<file path="src/rtl/lle_pkg.sv">
package lle_pkg;
  localparam int unsigned NUM_LIM = 4;
  localparam int unsigned NUM_STG = NUM_LIM + 1;
  localparam int unsigned STG_W   = $clog2(NUM_STG);

  typedef logic [STG_W-1:0] stage_t;

  // number of set bits in a threshold vector
  function automatic stage_t ones(input logic [NUM_LIM-1:0] v);
    stage_t n;
    n = '0;
    for (int i = 0; i < NUM_LIM; i++) n = n + stage_t'(v[i]);
    return n;
  endfunction

  // 2-bit stage code seen by the downstream controller
  function automatic logic [1:0] stage_code(input stage_t s);
    logic [1:0] c;
    case (s)
      stage_t'(3): c = 2'b01;
      stage_t'(2): c = 2'b10;
      stage_t'(1): c = 2'b11;
      default:     c = 2'b00;
    endcase
    return c;
  endfunction
endpackage

</file>
<file path="src/rtl/lle_cmp.sv">
module lle_cmp #(
  parameter int unsigned W = 12
) (
  input  logic [W-1:0] d,
  input  logic [W-1:0] lim,
  input  logic [W-1:0] ret,
  input  logic         use_ret,
  input  logic         frc_pass,
  input  logic         frc_fail,
  output logic         gt,
  output logic         ge,
  output logic         gt_plain,
  output logic         ge_plain
);
  logic [W-1:0] thr;

  always_comb begin
    thr      = use_ret ? ret : lim;
    gt       = frc_pass | (~frc_fail & (d >  thr));
    ge       = frc_pass | (~frc_fail & (d >= thr));
    gt_plain = frc_pass | (~frc_fail & (d >  lim));
    ge_plain = frc_pass | (~frc_fail & (d >= lim));
  end
endmodule

</file>
<file path="src/rtl/lle_stage_sel.sv">
module lle_stage_sel
  import lle_pkg::*;
(
  input  logic [NUM_LIM-1:0] gt,
  input  logic [NUM_LIM-1:0] ge,
  input  logic [NUM_LIM-1:0] gt_plain,
  input  logic [NUM_LIM-1:0] ge_plain,
  input  stage_t             prev,
  output stage_t             nxt,
  output stage_t             plain
);
  stage_t lo, hi, lo_p, hi_p;

  always_comb begin
    lo   = ones(gt);
    hi   = ones(ge);
    lo_p = ones(gt_plain);
    hi_p = ones(ge_plain);
    // clamp previous stage into the window the compares allow
    if (prev < lo)      nxt = lo;
    else if (prev > hi) nxt = hi;
    else                nxt = prev;
    if (prev < lo_p)      plain = lo_p;
    else if (prev > hi_p) plain = hi_p;
    else                  plain = prev;
  end
endmodule

</file>
<file path="src/rtl/lle_wdog.sv">
module lle_wdog #(
  parameter int unsigned CW = 5
) (
  input  logic          clk,
  input  logic          rst_n,
  input  logic          evt,
  input  logic          band,
  input  logic          en,
  input  logic [CW-1:0] limit,
  output logic          expire_nxt
);
  localparam logic [CW:0] CMAX = '1;

  logic [CW:0] cnt_q, cnt_d;

  always_comb begin
    cnt_d = cnt_q;
    if (evt) begin
      if (!band)             cnt_d = '0;
      else if (cnt_q != CMAX) cnt_d = cnt_q + 1'b1;
    end
    expire_nxt = en & band & (cnt_d > {1'b0, limit});
  end

  always_ff @(posedge clk or negedge rst_n) begin
    if (!rst_n)   cnt_q <= '0;
    else if (evt) cnt_q <= cnt_d;
  end
endmodule

</file>
<file path="src/rtl/load_level_encoder.sv">
module load_level_encoder
  import lle_pkg::*;
#(
  parameter int unsigned DUTY_W = 16,
  parameter int unsigned LIM_W  = 12,
  parameter int unsigned CODE_W = 3,
  parameter int unsigned WD_W   = 5
) (
  input  logic                        clk,
  input  logic                        rst_n,
  input  logic [DUTY_W-1:0]           duty_i,
  input  logic                        duty_vld_i,
  input  logic [NUM_LIM*LIM_W-1:0]    lim_i,
  input  logic [NUM_LIM*LIM_W-1:0]    ret_i,
  input  logic                        hys_en_i,
  input  logic                        dis_top_i,
  input  logic                        dis_bot_i,
  input  logic                        turbo_sel_i,
  input  logic                        wd_en_i,
  input  logic [WD_W-1:0]             wd_limit_i,
  input  logic [NUM_STG*CODE_W-1:0]   code_tbl_i,
  input  logic [CODE_W-1:0]           standby_i,
  input  logic                        fdis_en_i,
  input  logic                        fault_in_n_i,
  output logic [1:0]                  stage_o,
  output logic                        over_o,
  output logic                        under_o,
  output logic                        fault_o,
  output logic                        turbo_o,
  output logic [CODE_W-1:0]           tcode_o
);
  localparam int unsigned TOP = NUM_LIM - 1;

  logic [LIM_W-1:0]   d;
  logic [NUM_LIM-1:0] gt, ge, gt_p, ge_p;
  stage_t             stage_q, stage_d, plain;
  logic               band, wd_expire, standby_sel;
  logic               over_d, under_d, fault_d, turbo_d;
  logic [CODE_W-1:0]  tcode_d;
  logic [LIM_W-1:0]   lim_top, lim_bot;

  assign d       = duty_i[DUTY_W-1 -: LIM_W];
  assign lim_top = lim_i[TOP*LIM_W +: LIM_W];
  assign lim_bot = lim_i[0 +: LIM_W];

  for (genvar k = 0; k < NUM_LIM; k++) begin : g_cmp
    lle_cmp #(.W(LIM_W)) u_cmp (
      .d        (d),
      .lim      (lim_i[k*LIM_W +: LIM_W]),
      .ret      (ret_i[k*LIM_W +: LIM_W]),
      .use_ret  (hys_en_i && (stage_q > stage_t'(k))),
      .frc_pass ((k == 0) ? dis_bot_i : 1'b0),
      .frc_fail ((k == TOP) ? dis_top_i : 1'b0),
      .gt       (gt[k]),
      .ge       (ge[k]),
      .gt_plain (gt_p[k]),
      .ge_plain (ge_p[k])
    );
  end

  lle_stage_sel u_sel (
    .gt       (gt),
    .ge       (ge),
    .gt_plain (gt_p),
    .ge_plain (ge_p),
    .prev     (stage_q),
    .nxt      (stage_d),
    .plain    (plain)
  );

  assign band = hys_en_i && (stage_d != plain);

  lle_wdog #(.CW(WD_W)) u_wd (
    .clk        (clk),
    .rst_n      (rst_n),
    .evt        (duty_vld_i),
    .band       (band),
    .en         (wd_en_i),
    .limit      (wd_limit_i),
    .expire_nxt (wd_expire)
  );

  always_comb begin
    over_d      = d > lim_i[2*LIM_W +: LIM_W];
    under_d     = d < lim_i[1*LIM_W +: LIM_W];
    fault_d     = (~dis_top_i & (d > lim_top)) | (~dis_bot_i & (d < lim_bot));
    turbo_d     = turbo_sel_i ? over_d : under_d;
    standby_sel = wd_expire | (fdis_en_i & ~fault_in_n_i);
    tcode_d     = code_tbl_i[stage_d*CODE_W +: CODE_W];
    if (standby_sel) tcode_d = standby_i;
  end

  always_ff @(posedge clk or negedge rst_n) begin
    if (!rst_n) begin
      stage_q <= '0;
      over_o  <= 1'b0;
      under_o <= 1'b0;
      fault_o <= 1'b0;
      turbo_o <= 1'b0;
      tcode_o <= '0;
    end else if (duty_vld_i) begin
      stage_q <= stage_d;
      over_o  <= over_d;
      under_o <= under_d;
      fault_o <= fault_d;
      turbo_o <= turbo_d;
      tcode_o <= tcode_d;
    end
  end

  assign stage_o = stage_code(stage_q);
endmodule

</file>
<file path="config.mk">
export PLATFORM = sky130hd
export DESIGN_NAME = load_level_encoder
export DESIGN_NICKNAME = d
export VERILOG_FILES = /design/src/rtl/lle_pkg.sv /design/src/rtl/lle_cmp.sv /design/src/rtl/lle_stage_sel.sv /design/src/rtl/lle_wdog.sv /design/src/rtl/load_level_encoder.sv
export SDC_FILE = /design/constraint.sdc
export NUM_CORES = 1
export LEC_CHECK = 0
export BUFFER_PORTS_ARGS = -buffer_cell sky130_fd_sc_hd__buf_4
export CORE_ASPECT_RATIO = 0.9
export CORE_UTILIZATION = 40
export CTS_CLUSTER_DIAMETER = 150
export DETAILED_ROUTE_END_ITERATION = 10
export GPL_ROUTABILITY_DRIVEN = 0
export PLACE_DENSITY = 0.73
export SLEW_MARGIN = 20
export SYNTH_ARGS = -nofsm -noshare
export SYNTH_HDL_FRONTEND = slang
export SYNTH_SLANG_ARGS = --single-unit
</file>
<file path="constraint.sdc">
create_clock -name clk -period 9.65 [get_ports clk]
set_input_delay 0.4825 -clock clk [delete_from_list [all_inputs] [get_ports clk]]
set_output_delay 0.4825 -clock clk [all_outputs]
set_load 0.01 [all_outputs]
</file>
==> impl_summary.txt <==
----------------------------------------------------
[Clock tree]
  Worst skew pair latency ... 0.25 ns
  Clock Tree Root ... sky130_fd_sc_hd__clkbuf_16
  CTS Buf Count ... 3
  TritonCTS clock tree ... done
  Max Root-Sink Buffers ... 2
  Total clock sinks ... 16
  Number of buffers inserted by hold repair at cts ... 0
  Post-cts repair resize count ... 0
  Clock slew at the register clock pins of the worst setup and hold paths ... 0.05 ns
  Count of buffers added by post-CTS timing repair for setup ... 0
  Deepest level of the CTS H-tree ... 1

[STA]
  Clock Skews ... 0.00274 ns
  Normalized max-slew margin ... 0.491
  Final critical path time including I/O delays and setup ... 7.87 ns
  Share of the cycle needed by the critical path after routing ... 0.816
  Fin Setup TNS ... 0 ns
  Final count of negative-setup-slack endpoints ... 0
  Least-Margin Pin Slew ... 0.745 ns
  Final Max Tran Viols ... 0
  Highest attainable clock frequency ... 127 MHz
  Worst Hold Margin ... 0.0869 ns
  Final hold vios ... 0
  Setup repair after global routing missed its margin ... false

[Drt]
  Via count ... 4676
  Iteration-0 DRC count of the detailed router ... 125
  Number of optimization iterations in the first detailed-route pass ... 4
  Routed Antenna Nets ... 0
  Average detailed-routed wire length per instance ... 14.9 um
  Routed wire length ... 12700 um
  Vias/cell ... 5.49
  Drt drc ... 0

[Synth]
  Register area share after synthesis ... 0.0858
  Register bit count reported by yosys ... 16
  Top FF cell, synth ... sky130_fd_sc_hd__dfrtp_1
  Gate count of the mapped netlist ... 550
  Synthesis Warnings ... 0
  Yosys top cell by area ... sky130_fd_sc_hd__ha_1
  Cell area after technology mapping ... 0.00467 mm^2
  Syn avg cell area ... 8.48 um^2
  Post-synthesis async set-or-reset flop share ... 1.00
  Nets in the synthesized netlist ... 819
  Most used standard cell by instance count after synthesis ... sky130_fd_sc_hd__ha_1
  EDFF count, synth ... 0
  Post-synth top area share ... 0.322
  Largest cells by area after synthesis ... sky130_fd_sc_hd__ha_1, sky130_fd_sc_hd__mux2i_1, sky130_fd_sc_hd__dfrtp_1
  Most common library cells after synthesis ... sky130_fd_sc_hd__ha_1, sky130_fd_sc_hd__inv_1, sky130_fd_sc_hd__mux2i_1
  Unique masters post-synth ... 59

[Cells and area]
  Design area ... 0.00604 mm^2
  Diodes inserted ... 0
  FILL cells ... 1082
  Proportion of layout cells with a drive suffix above 1 ... 0.262
  Layout Nets ... 966
  Layout area overhead ... 29.4%
  Filler-free cell count of the finished design ... 851

[Die]
  Die span in x ... 116 um
  Initial Util ... 0.410
  Floorplan Core Area ... 0.0114 mm^2
  Number of top-level pins ... 154
  Vertical die dimension ... 104 um
  Die area ... 0.0121 mm^2
  Cell row count ... 37

[Global routing]
  Overall Global Routing Usage ... 0.217
  Global-route wire length before repair ... 21400 um
  Number of antenna violations at the first check in global routing ... 0
  Overflow after GRT ... 0
  Pin count of the biggest net entering global routing ... 30
  Vias in the first global route ... 4824

[Worst setup path]
  Highest fanout seen on the critical path ... 13
  Critical Path Source Type ... register
  Delay contributed by the slowest stage of the critical path ... 0.55 ns
  Critical path buffers and inverters ... 4
  Critical path's most frequent cell ... sky130_fd_sc_hd__a21o_1
  Critical path's slowest cell ... sky130_fd_sc_hd__dfrtp_1
  Worst Setup Path Type ... reg -> reg
  CP endpoint kind ... register
  CP Data Arrival Time ... 7.97 ns
  Largest delay share family, worst path ... compound AO/OA/AOI/OAI gates
  Worst endpoint required time ... 9.75 ns

[Run status]
  Run status ... complete, no violations

[Worst hold path]
  Min-delay worst type ... in -> async

[Pwr]
  Power per cell area ... 178 mW/mm^2
  Worst-case vdd ir drop ... 0.100 mV
  Pleak ... 3.52 nW

[Place]
  Inst Count DP ... 848
  Cell area after placement ... 0.00596 mm^2
  PortBufs ... 149
  Final HPWL DP ... 11200 um

[Run]
  Maximum capacitance violations ... 0

----------------------------------------------------
-- state kept, by name (all words and copies together) (netlist names) --
signal	cells
tcode_o	3
turbo_o	1
stage_q	3
under_o	1
over_o	1
fault_o	1
u_wd.cnt_q	6
-- power by group --
part | total [mW] | switching [mW] | internal [mW]
sequential | 0.116 | 0.0298 | 0.0866
clock | 0.0784 | 0.0241 | 0.0542
combinational | 0.877 | 0.470 | 0.407
total | 1.07 | 0.524 | 0.547
-- cells in the final DEF (no fill, tap or decap), types with 16 or more instances in the layout --
cell type | synthesis | layout
sky130_fd_sc_hd__dfrtp_1 | 16 | 16
sky130_fd_sc_hd__nand4_1 | 21 | 21
sky130_fd_sc_hd__nand2_1 | 22 | 22
sky130_fd_sc_hd__inv_1 | 79 | 79
sky130_fd_sc_hd__mux2i_1 | 52 | 52
sky130_fd_sc_hd__ha_1 | 120 | 120
sky130_fd_sc_hd__a21o_1 | 38 | 38
sky130_fd_sc_hd__buf_4 | 0 | 152
sky130_fd_sc_hd__a21oi_1 | 32 | 32
sky130_fd_sc_hd__nor2_1 | 23 | 23
-- final timing paths --
kind / endpoint / slack, ns / startpoint / cells past startpoint
worst max-delay path: tcode_o[1]$_DFFE_PN0P_ / 1.78 / stage_q[2]$_DFFE_PN0P_ / 34
worst min-delay path: u_wd.cnt_q[2]$_DFFE_PN0P_ / 0.09 / rst_n / 1
worst max register to register: tcode_o[1]$_DFFE_PN0P_ / 1.78 / stage_q[2]$_DFFE_PN0P_ / 34
worst min register to register: over_o$_DFFE_PN0P_ / 0.51 / over_o$_DFFE_PN0P_ / 1
max in group asynchronous: stage_q[2]$_DFFE_PN0P_ / 9.38 / rst_n / 1
min in group clk: over_o$_DFFE_PN0P_ / 0.51 / over_o$_DFFE_PN0P_ / 1
-- cell type report --
cell class / instances / area [um^2] / share of cell area
inverters: 79 / 297 / 0.0491
flip-flops and latches: 16 / 400 / 0.0663
repair buffers: 152 / 1140 / 0.189
well taps: 156 / 195 / 0.0323
clock buffers: 3 / 75.1 / 0.0124
multi-input cells: 445 / 3930 / 0.651
-- layer usage --
layer  GRT usage  vias to the layer above  part of all wire  wire length [um]
li1            -                     2336                 -                 -
met1       0.268                     2216              0.46              5830
met2       0.393                       97              0.49              6280
met3      0.0157                       27             0.024               303
met4      0.0687                        0             0.023               296
met5           0                        -                 0                 0
-- metrics by stage --
stage / setup slack (ns) / util / power, mW
floorplan: 2.15 / - / 0.778
global placement: 1.88 / 0.524 / 0.956
detailed placement: 1.77 / 0.524 / 0.992
CTS: 1.74 / 0.530 / 1.08
global route: 1.09 / 0.530 / 1.18
finish: 1.78 / 0.530 / 1.07
-- cells by family (layout without fill, tap and decap cells) --
kind of cell / count (synthesis) / after routing / synth area share
adder cells (fa/ha/maj): 124 / 124 / 0.339
buffers and inverters: 89 / 234 / 0.0732
AND/OR/NAND/NOR: 120 / 120 / 0.139
AO/OA/AOI/OAI: 137 / 137 / 0.217
multiplexers: 60 / 60 / 0.131
XOR/XNOR: 4 / 4 / 0.0148
flip-flops: 16 / 16 / 0.0858
Power figures use the tool's default switching activity.
